$ cat config.mk
export PLATFORM = sky130hd
export DESIGN_NAME = cpu_irq_if
export DESIGN_NICKNAME = d
export VERILOG_FILES = /design/src/rtl/cpuif_pkg.sv /design/src/rtl/cpuif_cfg_regs.sv /design/src/rtl/cpuif_prio_stack.sv /design/src/rtl/cpuif_qualify.sv /design/src/rtl/cpu_irq_if.sv
export SDC_FILE = /design/constraint.sdc
export NUM_CORES = 1
export LEC_CHECK = 0
export BUFFER_PORTS_ARGS = -buffer_cell sky130_fd_sc_hd__buf_2
export CORE_MARGIN = 2
export CORE_UTILIZATION = 60
export CTS_BUF_LIST = sky130_fd_sc_hd__clkbuf_16
export CTS_CLUSTER_DIAMETER = 120
export CTS_CLUSTER_SIZE = 8
export DETAILED_ROUTE_END_ITERATION = 7
export PLACE_DENSITY = 0.93
export RECOVER_POWER = 25
export SLEW_MARGIN = 10
export SYNTH_ARGS = -nofsm -noshare
export SYNTH_HDL_FRONTEND = slang
export SYNTH_SLANG_ARGS = --single-unit
$ cat constraint.sdc
create_clock -name clk_i -period 10.7 [get_ports clk_i]
set_input_delay 1.605 -clock clk_i [delete_from_list [all_inputs] [get_ports clk_i]]
set_output_delay 1.605 -clock clk_i [all_outputs]
set_load 0.01 [all_outputs]
$ cat src/rtl/cpuif_pkg.sv
package cpuif_pkg;
  localparam int unsigned ID_W        = 10;
  localparam int unsigned PRIO_W      = 8;
  localparam int unsigned DATA_W      = 32;
  localparam int unsigned STACK_DEPTH = 4;
  localparam int unsigned SPURIOUS_ID = 1023;

  localparam int unsigned CTRL_W      = 4;
  localparam int unsigned CTRL_G0_EN  = 0;
  localparam int unsigned CTRL_G1_EN  = 1;
  localparam int unsigned CTRL_FIQ_EN = 3;
  localparam logic [CTRL_W-1:0] CTRL_WMASK = 4'b1011;

  typedef enum logic [1:0] {
    ADDR_CTRL = 2'd0,
    ADDR_PMR  = 2'd1,
    ADDR_ACK  = 2'd2,
    ADDR_EOI  = 2'd3
  } reg_addr_e;
endpackage

$ cat src/rtl/cpuif_cfg_regs.sv
module cpuif_cfg_regs
  import cpuif_pkg::*;
#(
  parameter int unsigned PRIO_W = cpuif_pkg::PRIO_W
) (
  input  logic              clk_i,
  input  logic              rst_ni,
  input  logic              ctrl_we_i,
  input  logic              pmr_we_i,
  input  logic [CTRL_W-1:0] ctrl_wdata_i,
  input  logic [PRIO_W-1:0] pmr_wdata_i,
  output logic [CTRL_W-1:0] ctrl_o,
  output logic [PRIO_W-1:0] pmr_o
);
  always_ff @(posedge clk_i or negedge rst_ni) begin
    if (!rst_ni) begin
      ctrl_o <= '0;
      pmr_o  <= '0;
    end else begin
      if (ctrl_we_i) ctrl_o <= ctrl_wdata_i & CTRL_WMASK;
      if (pmr_we_i)  pmr_o  <= pmr_wdata_i;
    end
  end
endmodule

$ cat src/rtl/cpuif_prio_stack.sv
module cpuif_prio_stack #(
  parameter int unsigned DEPTH  = 4,
  parameter int unsigned ID_W   = 10,
  parameter int unsigned PRIO_W = 8,
  localparam int unsigned CNT_W = $clog2(DEPTH + 1)
) (
  input  logic              clk_i,
  input  logic              rst_ni,
  input  logic              push_i,
  input  logic              pop_i,
  input  logic [ID_W-1:0]   push_id_i,
  input  logic [PRIO_W-1:0] push_prio_i,
  output logic [ID_W-1:0]   top_id_o,
  output logic [PRIO_W:0]   top_prio_o,   // MSB set = idle (below every priority)
  output logic              empty_o,
  output logic              full_o,
  output logic [CNT_W-1:0]  count_o
);
  logic [ID_W-1:0]   id_q   [DEPTH];
  logic [PRIO_W-1:0] prio_q [DEPTH];
  logic [CNT_W-1:0]  cnt_q;

  for (genvar g = 0; g < DEPTH; g++) begin : g_slot
    always_ff @(posedge clk_i or negedge rst_ni) begin
      if (!rst_ni) begin
        id_q[g]   <= '0;
        prio_q[g] <= '0;
      end else if (push_i && cnt_q == CNT_W'(g)) begin
        id_q[g]   <= push_id_i;
        prio_q[g] <= push_prio_i;
      end
    end
  end

  always_ff @(posedge clk_i or negedge rst_ni) begin
    if (!rst_ni)                 cnt_q <= '0;
    else if (push_i && !full_o)  cnt_q <= cnt_q + 1'b1;
    else if (pop_i && !empty_o)  cnt_q <= cnt_q - 1'b1;
  end

  always_comb begin
    top_id_o   = '0;
    top_prio_o = {1'b1, {PRIO_W{1'b0}}};
    for (int i = 0; i < DEPTH; i++) begin
      if (cnt_q == CNT_W'(i + 1)) begin
        top_id_o   = id_q[i];
        top_prio_o = {1'b0, prio_q[i]};
      end
    end
  end

  assign empty_o = (cnt_q == '0);
  assign full_o  = (cnt_q == CNT_W'(DEPTH));
  assign count_o = cnt_q;

  p_no_overflow_r7: assert property (@(posedge clk_i) disable iff (!rst_ni)
    push_i |-> !full_o);
  p_no_underflow_r8: assert property (@(posedge clk_i) disable iff (!rst_ni)
    pop_i |-> !empty_o);
  p_push_raises_r7: assert property (@(posedge clk_i) disable iff (!rst_ni)
    (push_i && !pop_i) |=> (top_prio_o == {1'b0, $past(push_prio_i)}));
endmodule

$ cat src/rtl/cpuif_qualify.sv
module cpuif_qualify
  import cpuif_pkg::*;
#(
  parameter int unsigned PRIO_W = cpuif_pkg::PRIO_W
) (
  input  logic              cand_valid_i,
  input  logic [PRIO_W-1:0] cand_prio_i,
  input  logic              cand_grp_i,
  input  logic [CTRL_W-1:0] ctrl_i,
  input  logic [PRIO_W-1:0] pmr_i,
  input  logic [PRIO_W:0]   running_i,
  input  logic              stack_full_i,
  output logic              qual_o,
  output logic              to_fiq_o
);
  logic grp_en, below_mask, above_running;

  assign grp_en        = cand_grp_i ? ctrl_i[CTRL_G1_EN] : ctrl_i[CTRL_G0_EN];
  assign below_mask    = cand_prio_i < pmr_i;
  assign above_running = {1'b0, cand_prio_i} < running_i;
  assign qual_o        = cand_valid_i && grp_en && below_mask && above_running && !stack_full_i;
  assign to_fiq_o      = !cand_grp_i && ctrl_i[CTRL_FIQ_EN];
endmodule

$ cat src/rtl/cpu_irq_if.sv
module cpu_irq_if
  import cpuif_pkg::*;
#(
  parameter int unsigned ID_W        = cpuif_pkg::ID_W,
  parameter int unsigned PRIO_W      = cpuif_pkg::PRIO_W,
  parameter int unsigned DATA_W      = cpuif_pkg::DATA_W,
  parameter int unsigned STACK_DEPTH = cpuif_pkg::STACK_DEPTH,
  localparam int unsigned CNT_W      = $clog2(STACK_DEPTH + 1)
) (
  input  logic              clk_i,
  input  logic              rst_ni,
  input  logic              cand_valid_i,
  input  logic [ID_W-1:0]   cand_id_i,
  input  logic [PRIO_W-1:0] cand_prio_i,
  input  logic              cand_grp_i,
  input  logic              reg_rd_i,
  input  logic              reg_wr_i,
  input  logic [1:0]        reg_addr_i,
  input  logic [DATA_W-1:0] reg_wdata_i,
  output logic [DATA_W-1:0] reg_rdata_o,
  output logic              irq_o,
  output logic              fiq_o
);
  logic [CTRL_W-1:0] ctrl;
  logic [PRIO_W-1:0] pmr;
  logic [ID_W-1:0]   top_id;
  logic [PRIO_W:0]   running;
  logic              st_empty, st_full;
  logic [CNT_W-1:0]  depth;
  logic              qual, to_fiq;
  logic              ack_rd, eoi_wr, eoi_match, push, pop;
  reg_addr_e         addr;

  assign addr      = reg_addr_e'(reg_addr_i);
  assign ack_rd    = reg_rd_i && addr == ADDR_ACK;
  assign eoi_wr    = reg_wr_i && addr == ADDR_EOI;
  assign eoi_match = !st_empty && reg_wdata_i == DATA_W'(top_id);
  assign push      = ack_rd && qual;
  assign pop       = eoi_wr && eoi_match;

  cpuif_cfg_regs #(.PRIO_W(PRIO_W)) u_regs (
    .clk_i        (clk_i),
    .rst_ni       (rst_ni),
    .ctrl_we_i    (reg_wr_i && addr == ADDR_CTRL),
    .pmr_we_i     (reg_wr_i && addr == ADDR_PMR),
    .ctrl_wdata_i (reg_wdata_i[CTRL_W-1:0]),
    .pmr_wdata_i  (reg_wdata_i[PRIO_W-1:0]),
    .ctrl_o       (ctrl),
    .pmr_o        (pmr)
  );

  cpuif_prio_stack #(.DEPTH(STACK_DEPTH), .ID_W(ID_W), .PRIO_W(PRIO_W)) u_stack (
    .clk_i       (clk_i),
    .rst_ni      (rst_ni),
    .push_i      (push),
    .pop_i       (pop),
    .push_id_i   (cand_id_i),
    .push_prio_i (cand_prio_i),
    .top_id_o    (top_id),
    .top_prio_o  (running),
    .empty_o     (st_empty),
    .full_o      (st_full),
    .count_o     (depth)
  );

  cpuif_qualify #(.PRIO_W(PRIO_W)) u_qual (
    .cand_valid_i (cand_valid_i),
    .cand_prio_i  (cand_prio_i),
    .cand_grp_i   (cand_grp_i),
    .ctrl_i       (ctrl),
    .pmr_i        (pmr),
    .running_i    (running),
    .stack_full_i (st_full),
    .qual_o       (qual),
    .to_fiq_o     (to_fiq)
  );

  // a claimed candidate must not re-request in the following cycle
  always_ff @(posedge clk_i or negedge rst_ni) begin
    if (!rst_ni) begin
      irq_o <= 1'b0;
      fiq_o <= 1'b0;
    end else begin
      irq_o <= qual && !ack_rd && !to_fiq;
      fiq_o <= qual && !ack_rd &&  to_fiq;
    end
  end

  always_comb begin
    unique case (addr)
      ADDR_CTRL: reg_rdata_o = DATA_W'(ctrl);
      ADDR_PMR:  reg_rdata_o = DATA_W'(pmr);
      ADDR_ACK:  reg_rdata_o = qual ? DATA_W'(cand_id_i) : DATA_W'(SPURIOUS_ID);
      default:   reg_rdata_o = '0;
    endcase
  end

  p_one_line_r3: assert property (@(posedge clk_i) disable iff (!rst_ni)
    !(irq_o && fiq_o));
  p_fiq_needs_en_r3: assert property (@(posedge clk_i) disable iff (!rst_ni)
    fiq_o |-> $past(ctrl[CTRL_FIQ_EN]));
  p_g1_gate_r2: assert property (@(posedge clk_i) disable iff (!rst_ni)
    (cand_grp_i && !ctrl[CTRL_G1_EN]) |=> (!irq_o && !fiq_o));
  p_pmr_zero_r4: assert property (@(posedge clk_i) disable iff (!rst_ni)
    (pmr == '0) |=> (!irq_o && !fiq_o));
  p_drop_after_ack_r5: assert property (@(posedge clk_i) disable iff (!rst_ni)
    ack_rd |=> (!irq_o && !fiq_o));
  p_spurious_stable_r6: assert property (@(posedge clk_i) disable iff (!rst_ni)
    (ack_rd && !qual) |=> $stable(depth));
  p_eoi_mismatch_r9: assert property (@(posedge clk_i) disable iff (!rst_ni)
    (eoi_wr && !eoi_match) |=> $stable(depth));
endmodule

==> results_dict.tcl <==
set metrics [dict create \
    status "complete, but fails checks" \
    failed_checks "capacitance limit, slew limit" \
    netlist.top_cell.by_area "sky130_fd_sc_hd__dfrtp_1" \
    num_io_pins 92 \
    setup_viol 0 \
    dp_hpwl_um 8440 \
    drt_iter0_markers 394 \
    finish.instance_area_um2 5560 \
    synth_cell_types 57 \
    dp_cells 588 \
    netSwitchingPower_uw 355 \
    min_path_type "reg2reg" \
    pin_count_of_the_biggest_net_entering_global_routing 88 \
    max_clock_freq_ghz 0.146 \
    drv_slew 88 \
    post_layout_nonfiller_instances 604 \
    sum_neg_setup_slack_ps 0 \
    post_synth_inst_count 433 \
    power.static_leakage_uw 0.00286 \
    cts_hold_repair.buffers 0 \
    buffer_ports.inserted 69 \
    num_vias 3911 \
    viasPerCell 6.48 \
    critPathMaxFanout 15 \
    ant_nets 0 \
    post_synth_instance_area_um2 5000 \
    placed_cell_area_um2 5300 \
    final.period_utilization_pct 64.1 \
    groute.usage.overall_pct 29.4 \
    synth.ff_latch_count 87 \
    critPathKind "reg2out" \
    die_w_um 95.3 \
    gp_congestion 0.918 \
    timing.critical_path.arrival_ps 5260 \
    power_frac_comb_pct 34.2 \
    yosysMostFrequentCell "sky130_fd_sc_hd__dfrtp_1" \
    ys_top_cells_by_count "87 x sky130_fd_sc_hd__dfrtp_1, 60 x sky130_fd_sc_hd__mux2_2, 28 x sky130_fd_sc_hd__nand2_1" \
    grt_antenna_before_repair 0 \
    timing_hold_violations_final 0 \
    pwr-share-clk_pct 28.9 \
    clk_pin_slew_worst_paths_ps 60 \
    power_switching_share_pct 35.9 \
    htreeDepth 3 \
    synthesis.yosys.warnings 0 \
    most_used_dff_post_synth "sky130_fd_sc_hd__dfrtp_1" \
    grt_pass1_vias 3941 \
    synth-seq-area-share_pct 43.5 \
    cts_num_sinks 87 \
    finalCriticalPeriod_ps 6860 \
    internal-power_uw 634 \
    fp.dieArea_um2 9080 \
    ys_async_sr_fraction_pct 100 \
    seq_power_share_pct 36.9 \
    r2r.worst_path.cells 13 \
    coreArea_um2 8130 \
    cellPowerDensity_nw_per_um2 178 \
    rsz0062_at_grt "no" \
    detail_route.wl_per_cell_um 21.1 \
    antennaDiodeCount 0 \
    globalRouteOverflowTotal 0 \
    wl_um 12700 \
    fin_total_pwr_uw 989 \
    hold_ws_ps 504 \
    worst_pin_slew_ps 4490 \
    maxCapViolCount 1 \
    post_synth.cell_area_avg_um2 11.6 \
    clock_tree_from_tritoncts "built" \
    global_route_wire_length_before_repair_um 19900 \
    initial_utilization_pct 61.5 \
    yosys-top-cells-area "sky130_fd_sc_hd__dfrtp_1 44%, sky130_fd_sc_hd__mux2_2 14%, sky130_fd_sc_hd__mux2_4 6.0%" \
    drc 0 \
    vdd_drop_max_uv 109 \
    whs_path_depth 1 \
    synth_largest_type_area_fraction_pct 43.5 \
    ctsResizeCount 0 \
    cts.root.buffer_cell "sky130_fd_sc_hd__clkbuf_16" \
    placement_rows 33 \
    floorplan.die.height_um 95.3 \
    cp.required_ps 9100 \
    layout.nets 572 \
    post-cts-setup-buffer-count 0 \
    tritoncts.num_buffers 9 \
    final_layout_size_suffix_gt1_share_pct 34.5 \
    critical_path.endpoint_type "output port" \
    first_pass_iters 7 \
    clk_latency_ps 340 \
    synth_enable_flop_cells 0 \
    worst_slew_margin_rel_pct -200 \
    critical_path.startpoint_type "flip-flop" \
    area.growth.synth_to_final_pct 11.2 \
    skew_ps 8.78 \
    max-clock-path-buffers 2 \
]
==> per-layer routing <==
metal | vias to the layer above | track usage [%] | share of wire [%]
met2 | 261 | 45.8 | 48
met4 | 0 | 17.8 | 4.4
met5 | - | 0 | 0
li1 | 1671 | - | -
met1 | 1925 | 37.6 | 39
met3 | 54 | 6.48 | 8.6
==> per-stage QoR <==
step	setup WS (ps)	util (%)
after floorplan	5400	-
after global placement	4750	65.2
after detailed placement	4370	65.2
after CTS	3960	68.5
after global routing	3610	68.4
final	3840	68.4
==> cell families (layout without fill, tap and decap cells) <==
logic type	after synthesis	after routing	share of synthesized area [%]
AO/OA/AOI/OAI	77	77	11.2
XOR/XNOR	4	4	0.700
adder cells (fa/ha/maj)	20	20	5.00
buffers and inverters	59	104	6.65
flip-flops	87	87	43.5
multiplexers	86	86	20.7
other	1	22	0.0750
AND/OR/NAND/NOR	99	99	12.1
==> layout make-up <==
class / instances / area (um^2)
fillers: 550 / 2570
well taps: 105 / 131
clock buffers: 9 / 225
flip-flops and latches: 87 / 2180
repair buffers: 70 / 352
multi-input cells: 308 / 2570
inverters: 18 / 67.6
clock inverters: 7 / 40.0
==> critical path, stage by stage (launching register included) <==
cell and delay, ps:
sky130_fd_sc_hd__dfrtp_1 650, sky130_fd_sc_hd__clkinv_1 400, sky130_fd_sc_hd__ha_1 520, sky130_fd_sc_hd__a21o_1 470
sky130_fd_sc_hd__a221o_1 360, sky130_fd_sc_hd__o211ai_1 100, sky130_fd_sc_hd__ha_1 290, sky130_fd_sc_hd__nand3_1 120
sky130_fd_sc_hd__a221oi_1 60, sky130_fd_sc_hd__a2111oi_0 590, sky130_fd_sc_hd__o32ai_1 220, sky130_fd_sc_hd__or3b_2 680
sky130_fd_sc_hd__o22ai_1 190, sky130_fd_sc_hd__o21ai_0 110, sky130_fd_sc_hd__buf_2 160
==> final timing paths <==
| path | from | endpoint | slack [ps] |
|---|---|---|---|
| min reg2reg | u_stack.prio_q[13]$_DFFE_PN0P_ | u_stack.prio_q[13]$_DFFE_PN0P_ | 500 |
| max reg2reg | u_stack.count_o[2]$_DFFE_PN0P_ | u_stack.prio_q[24]$_DFFE_PN0P_ | 5260 |
| min | u_stack.prio_q[13]$_DFFE_PN0P_ | u_stack.prio_q[13]$_DFFE_PN0P_ | 500 |
| min in group asynchronous | rst_ni | u_stack.prio_q[30]$_DFFE_PN0P_ | 2850 |
| max in group asynchronous | rst_ni | u_regs.pmr_o[2]$_DFFE_PN0P_ | 5300 |
| max | u_stack.count_o[2]$_DFFE_PN0P_ | reg_rdata_o[3] | 3840 |
==> power groups by stage <==
stage               Combinational [uW]  Sequential [uW]  Clock [uW]
detailed placement                 322              370           0
floorplan                          242              362           0
CTS                                328              364         284
finish                             338              365         286
global placement                   302              369           0
global route                       367              366         300
==> state kept, by name, indices dropped and copies added (netlist names) <==
register and flops:
u_regs.pmr_o 8, u_stack.prio_q 31, u_regs.ctrl_o 3, u_stack.id_q 40, u_stack.count_o 3, irq_o 1
fiq_o 1
==> placed cells by master (no fill, tap or decap), types with 5 or more instances in the layout <==
| cell | synthesis | layout |
|---|---|---|
| sky130_fd_sc_hd__dfrtp_1 | 87 | 87 |
| sky130_fd_sc_hd__buf_2 | 5 | 68 |
| sky130_fd_sc_hd__mux2_2 | 60 | 60 |
| sky130_fd_sc_hd__nand2_1 | 28 | 28 |
| sky130_fd_sc_hd__conb_1 | 1 | 22 |
| sky130_fd_sc_hd__mux2_4 | 20 | 20 |
| sky130_fd_sc_hd__ha_1 | 20 | 20 |
| sky130_fd_sc_hd__inv_1 | 17 | 17 |
| sky130_fd_sc_hd__o21ai_0 | 15 | 15 |
| sky130_fd_sc_hd__o211ai_1 | 11 | 11 |
| sky130_fd_sc_hd__a221oi_1 | 10 | 10 |
| sky130_fd_sc_hd__or3_1 | 9 | 9 |
| sky130_fd_sc_hd__nand2b_1 | 9 | 9 |
| sky130_fd_sc_hd__clkbuf_16 | 0 | 9 |
| sky130_fd_sc_hd__a21oi_1 | 8 | 8 |
| sky130_fd_sc_hd__a221o_1 | 7 | 7 |
| sky130_fd_sc_hd__nand3_1 | 7 | 7 |
| sky130_fd_sc_hd__mux2i_1 | 6 | 6 |
| sky130_fd_sc_hd__nor2b_1 | 5 | 5 |
| sky130_fd_sc_hd__a21o_1 | 5 | 5 |
| sky130_fd_sc_hd__nor2_1 | 5 | 5 |
| sky130_fd_sc_hd__nand3b_1 | 5 | 5 |
(Power assumes the default switching activity.)
